### src/rtl/pmp_pkg.sv
package pmp_pkg;
   typedef enum logic [1:0] {
      ACC_IDLE  = 2'd0,
      ACC_READ  = 2'd1,
      ACC_WRITE = 2'd2
   } acc_kind_e;
endpackage

### src/rtl/pmp_btn_sync.sv
module pmp_btn_sync #(
   parameter int STAGES = 2
) (
   input  logic clk,
   input  logic rst_n,
   input  logic btn_raw,
   output logic btn_level,
   output logic btn_rise
);
   if (STAGES < 2) begin : g_bad_stages
      $error("pmp_btn_sync: STAGES must be at least 2");
   end

   logic [STAGES-1:0] chain_q;
   logic              last_q;

   always_ff @(posedge clk or negedge rst_n) begin
      if (!rst_n) begin
         chain_q <= '0;
         last_q  <= 1'b0;
      end else begin
         chain_q <= {chain_q[STAGES-2:0], btn_raw};
         last_q  <= chain_q[STAGES-1];
      end
   end

   assign btn_level = chain_q[STAGES-1];
   assign btn_rise  = chain_q[STAGES-1] & ~last_q;
endmodule

### src/rtl/pmp_req_ctrl.sv
module pmp_req_ctrl
   import pmp_pkg::*;
#(
   parameter int ADDR_W        = 15,
   parameter int DATA_W        = 8,
   parameter bit EXAMINE_FIRST = 1'b1
) (
   input  logic              clk,
   input  logic              rst_n,
   input  logic              exam_rise,
   input  logic              write_rise,
   input  logic [ADDR_W-1:0] addr_sw,
   input  logic [DATA_W-1:0] data_sw,
   input  logic              mem_ack,
   output logic              mem_req,
   output logic              mem_we,
   output logic [ADDR_W-1:0] mem_addr,
   output logic [DATA_W-1:0] mem_wdata,
   output logic              rd_done
);
   acc_kind_e         kind_q;
   acc_kind_e         pick;
   logic [ADDR_W-1:0] addr_q;
   logic [DATA_W-1:0] wdata_q;

   if (EXAMINE_FIRST) begin : g_exam_first
      always_comb begin
         if (exam_rise)       pick = ACC_READ;
         else if (write_rise) pick = ACC_WRITE;
         else                 pick = ACC_IDLE;
      end
   end else begin : g_write_first
      always_comb begin
         if (write_rise)      pick = ACC_WRITE;
         else if (exam_rise)  pick = ACC_READ;
         else                 pick = ACC_IDLE;
      end
   end

   always_ff @(posedge clk or negedge rst_n) begin
      if (!rst_n) begin
         kind_q  <= ACC_IDLE;
         addr_q  <= '0;
         wdata_q <= '0;
      end else if (kind_q == ACC_IDLE) begin
         if (pick != ACC_IDLE) begin
            kind_q  <= pick;
            addr_q  <= addr_sw;
            wdata_q <= data_sw;
         end
      end else if (mem_ack) begin
         kind_q <= ACC_IDLE;
      end
   end

   assign mem_req   = (kind_q != ACC_IDLE);
   assign mem_we    = (kind_q == ACC_WRITE);
   assign mem_addr  = addr_q;
   assign mem_wdata = wdata_q;
   assign rd_done   = (kind_q == ACC_READ) & mem_ack;
endmodule

### src/rtl/pmp_light_reg.sv
module pmp_light_reg #(
   parameter int DATA_W = 8,
   parameter int ERR_W  = 4
) (
   input  logic                      clk,
   input  logic                      rst_n,
   input  logic                      rd_done,
   input  logic [DATA_W-1:0]         rd_data,
   input  logic                      lamp_test,
   input  logic                      run_mode,
   input  logic [ERR_W-1:0]          err_ind,
   input  logic                      halt_valid,
   input  logic [2*DATA_W-1:0]       halt_field,
   input  logic                      exam_level,
   output logic [2*DATA_W-1:0]       win,
   output logic [2*DATA_W+ERR_W-1:0] lights
);
   localparam int WIN_W   = 2 * DATA_W;
   localparam int LIGHT_W = WIN_W + ERR_W;

   logic [WIN_W-1:0] win_q;

   always_ff @(posedge clk or negedge rst_n) begin
      if (!rst_n)        win_q <= '0;
      else if (lamp_test) win_q <= '0;
      else if (rd_done)   win_q <= {win_q[DATA_W-1:0], rd_data};
   end

   always_comb begin
      if (lamp_test) begin
         lights = {LIGHT_W{1'b1}};
      end else begin
         lights[LIGHT_W-1:WIN_W] = run_mode ? err_ind : '0;
         lights[WIN_W-1:0]       = (halt_valid && !exam_level) ? halt_field : win_q;
      end
   end

   assign win = win_q;
endmodule

### src/rtl/panel_mem_port.sv
module panel_mem_port #(
   parameter int ADDR_W        = 15,
   parameter int DATA_W        = 8,
   parameter int ERR_W         = 4,
   parameter int SYNC_STAGES   = 2,
   parameter bit EXAMINE_FIRST = 1'b1
) (
   input  logic                      clk,
   input  logic                      rst_n,
   input  logic [ADDR_W-1:0]         addr_sw,
   input  logic [DATA_W-1:0]         data_sw,
   input  logic                      exam_btn,
   input  logic                      write_btn,
   input  logic                      lamp_test,
   input  logic                      run_mode,
   input  logic [ERR_W-1:0]          err_ind,
   input  logic                      halt_valid,
   input  logic [2*DATA_W-1:0]       halt_field,
   output logic                      mem_req,
   output logic                      mem_we,
   output logic [ADDR_W-1:0]         mem_addr,
   output logic [DATA_W-1:0]         mem_wdata,
   input  logic                      mem_ack,
   input  logic [DATA_W-1:0]         mem_rdata,
   output logic [2*DATA_W+ERR_W-1:0] lights
);
   localparam int WIN_W = 2 * DATA_W;

   if (ADDR_W < 1 || ADDR_W > 32) begin : g_bad_addr
      $error("panel_mem_port: ADDR_W out of range");
   end
   if (DATA_W < 1 || ERR_W < 1) begin : g_bad_width
      $error("panel_mem_port: DATA_W and ERR_W must be positive");
   end

   logic             exam_level, exam_rise;
   logic             write_level, write_rise;
   logic             rd_done;
   logic [WIN_W-1:0] win_q;

   pmp_btn_sync #(.STAGES(SYNC_STAGES)) u_exam_sync (
      .clk(clk), .rst_n(rst_n), .btn_raw(exam_btn),
      .btn_level(exam_level), .btn_rise(exam_rise)
   );

   pmp_btn_sync #(.STAGES(SYNC_STAGES)) u_write_sync (
      .clk(clk), .rst_n(rst_n), .btn_raw(write_btn),
      .btn_level(write_level), .btn_rise(write_rise)
   );

   pmp_req_ctrl #(
      .ADDR_W(ADDR_W), .DATA_W(DATA_W), .EXAMINE_FIRST(EXAMINE_FIRST)
   ) u_ctrl (
      .clk(clk), .rst_n(rst_n),
      .exam_rise(exam_rise), .write_rise(write_rise & write_level),
      .addr_sw(addr_sw), .data_sw(data_sw), .mem_ack(mem_ack),
      .mem_req(mem_req), .mem_we(mem_we), .mem_addr(mem_addr),
      .mem_wdata(mem_wdata), .rd_done(rd_done)
   );

   pmp_light_reg #(.DATA_W(DATA_W), .ERR_W(ERR_W)) u_lights (
      .clk(clk), .rst_n(rst_n),
      .rd_done(rd_done), .rd_data(mem_rdata),
      .lamp_test(lamp_test), .run_mode(run_mode), .err_ind(err_ind),
      .halt_valid(halt_valid), .halt_field(halt_field),
      .exam_level(exam_level), .win(win_q), .lights(lights)
   );
endmodule

### config.mk
export PLATFORM = sky130hd
export DESIGN_NAME = panel_mem_port
export DESIGN_NICKNAME = d
export VERILOG_FILES = /design/src/rtl/pmp_pkg.sv /design/src/rtl/pmp_btn_sync.sv /design/src/rtl/pmp_req_ctrl.sv /design/src/rtl/pmp_light_reg.sv /design/src/rtl/panel_mem_port.sv
export SDC_FILE = /design/constraint.sdc
export NUM_CORES = 1
export LEC_CHECK = 0
export ABC_AREA = 1
export BUFFER_PORTS_ARGS = -buffer_cell sky130_fd_sc_hd__buf_2
export CORE_MARGIN = 5
export CORE_UTILIZATION = 45
export DETAILED_ROUTE_END_ITERATION = 16
export PLACE_DENSITY = 0.79
export SYNTH_ARGS = -nofsm -noshare
export SYNTH_HDL_FRONTEND = slang
export SYNTH_SLANG_ARGS = --single-unit
export TNS_END_PERCENT = 30
### constraint.sdc
create_clock -name clk -period 1.63 [get_ports clk]
set_clock_uncertainty 0.2 [all_clocks]
set_input_delay 0.163 -clock clk [delete_from_list [all_inputs] [get_ports clk]]
set_output_delay 0.163 -clock clk [all_outputs]
set_load 0.005 [all_outputs]
==> run summary <==
Status = complete, but fails checks
Failing checks = setup timing
WHS = 0.00919 ns
Area of placed instances = 0.00268 mm²
Final Cell Area = 0.00317 mm²
Clk Tree Root Cell = clkbuf_8
Layout filler cell count = 357
Hpwl dp = 3880 µm
Layout Nets = 459
Via count = 2,208
Initial Util = 46.9%
Drt pass-1 iters = 4
Cells after synthesis = 255
CTS Buf Count = 5
Die area = 0.00606 mm²
Antenna Violating Nets Remaining = 0
CP max stage cell = dfrtp_1
Gpl congestion = 0.843
Lkg Pwr = 1.75 nW
Tot GR Track Use = 20.2%
Hold WC Path Type = in -> reg
Post-synth top area share = 56.8%
Routed wire length = 5830 µm
Post-layout min period = 1.78 ns
Yosys Warn Count = 0
CTS tree = built
Post-synthesis sequential area ratio = 56.8%
Slew margin rel. = 73.4%
#FFs+latches synth = 47
Layout Utilization = 71.9%
CP max FO = 11
Synth cell types = 13
Critical Path AT = 1.42 ns
R2R Setup Slk = 0.12 ns
Largest stage delay on the critical path = 0.42 ns
Die Ht = 77.9 µm
Worst Path Required = 1.27 ns
Area Overhead vs Synth = 53.1%
Core Region = 0.00441 mm²
# port buffers = 103
Least-Margin Pin Slew = 0.399 ns
Top cells by area in the synthesized netlist = dfrtp_1, nand2_1, nand3_1
Setup violations, final = 16
PD cells = 920 mW/mm²
Number of global-route vias before repair = 2,242
Final period util = 109%
F_max = 561 MHz
Syn_nets = 314
I/O Pins = 104
Critical path type = reg -> out
CP Capture Type = output port
Final global-route overflow total = 0
# Max-Cap Violations = 0
N_diodes = 0
Vias per inst = 4.87
Maximum VDD drop = 0.000658 V
Die X-Extent = 77.9 µm
Critical-path cell list = nor2_4, clkinvlp_4, buf_6, nand2_1, nand3_1, buf_2
Clk pin slew, worst setup/hold paths = 0.08 ns
Final hold violations = 0
Pwr Total = 0.00292 W
RSZ-0062 raised after global routing = yes
Routed len/inst = 12.9 µm
Syn_area_per_cell = 8.13 µm²
Share of layout cells above drive strength 1 = 33.7%
Antenna violations before repair = 0
First-pass GRT wire length = 10,200 µm
Rows = 24
Post-synth top area cell = dfrtp_1
Pin count of the biggest net entering global routing = 48
Initial drt markers = 208
Dpl cells = 407
Drt drc = 0
Bufs on Longest Clock Path = 2
Clk Latency, worst-skew pair = 0.30 ns
Cell Area, Synth = 0.00207 mm²
Htree depth = 2
Non-Filler Instances = 453
Slew Viols, Final = 0
Final worst slack = -0.152 ns
Startpoint Class = register
Clk sinks = 47
-- critical path, delay by kind of cell (launching register included) --
kind | cells | cell delay (ns)
simple gates | 3 | 0.27
flops | 1 | 0.42
buf+inv | 3 | 0.44
-- routing by layer --
metal / global-route usage, % / up-vias / routed length [µm]
met5: 0 / - / 0
met4: 6.53 / 0 / 124
met3: 4.05 / 14 / 382
met2: 34.9 / 81 / 2960
met1: 25.4 / 1012 / 2360
li1: - / 1101 / -
-- flip-flops by register name, indices dropped and copies added, names as in the netlist --
| signal | flops |
|---|---|
| u_ctrl.mem_wdata | 8 |
| u_lights.win | 16 |
| u_exam_sync.chain_q | 2 |
| u_ctrl.kind_q | 2 |
| u_write_sync.last_q | 1 |
| u_ctrl.mem_addr | 15 |
| u_exam_sync.last_q | 1 |
| u_write_sync.chain_q | 2 |
-- stage by stage --
stage	setup slack [ns]	TNS (ns)
finish	-0.152	-1.81
global route	-0.204	-2.97
CTS	-0.103	-1.40
detailed placement	0.136	0
global placement	0.184	0
floorplan	0.229	0
-- layout make-up --
class | count | area [µm²] | area share (%)
inverters | 8 | 33.8 | 1.06
clock buffers | 6 | 72.6 | 2.29
repair buffers | 151 | 987 | 31.1
flip-flops and latches | 47 | 1180 | 37.1
multi-input cells | 187 | 825 | 26.0
clock inverters | 2 | 12.5 | 0.394
well taps | 52 | 65.1 | 2.05
-- synth_stat cells, drive strengths merged --
master,instances
o21ai,3
nand3,57
buf,13
nand2,123
dfrtp,47
inv,8
nor2,4
-- worst paths after layout --
kind | start | end | depth (start not counted)
max | u_exam_sync.chain_q[1] | lights[1] | 6
min | lamp_test | u_lights.win[5] | 4
max reg2reg | u_exam_sync.chain_q[1] | u_ctrl.mem_addr[8] | 7
min reg2reg | u_exam_sync.chain_q[0] | u_exam_sync.chain_q[1] | 0
max in group asynchronous | rst_n | u_ctrl.kind_q[0] | 3
min in group asynchronous | rst_n | u_lights.win[0] | 3
-- layout by cell type (no fill, tap or decap), drive strengths merged --
master	count
buf	116
clkbuf	6
clkinv	1
clkinvlp	2
dfrtp	47
dlygate4sd3	35
inv	7
nand2	123
nand3	57
nor2	4
o21ai	3
-- where the power goes --
part           switching (W)  internal, W  total [W]
registers           0.000108      0.00135    0.00146
clock network       0.000373     0.000300   0.000672
logic               0.000403     0.000386   0.000790
total               0.000884      0.00204    0.00292
-- cell families after synthesis --
| logic type | share of synthesized area, % |
|---|---|
| flops | 56.8 |
| compound gates | 0.724 |
| simple gates | 38.0 |
| buf+inv | 4.53 |
-- timing repair --
| action | 4_1_cts | 5_1_grt |
|---|---|---|
| hold endpoints to repair | 82 | 0 |
| gates resized for setup | 7 | 5 |
| setup buffers | 3 | 0 |
| pin swaps | 1 | 0 |
| hold buffers | 35 | 0 |
| setup endpoints to repair | 16 | 17 |
Power figures use the tool's default switching activity.
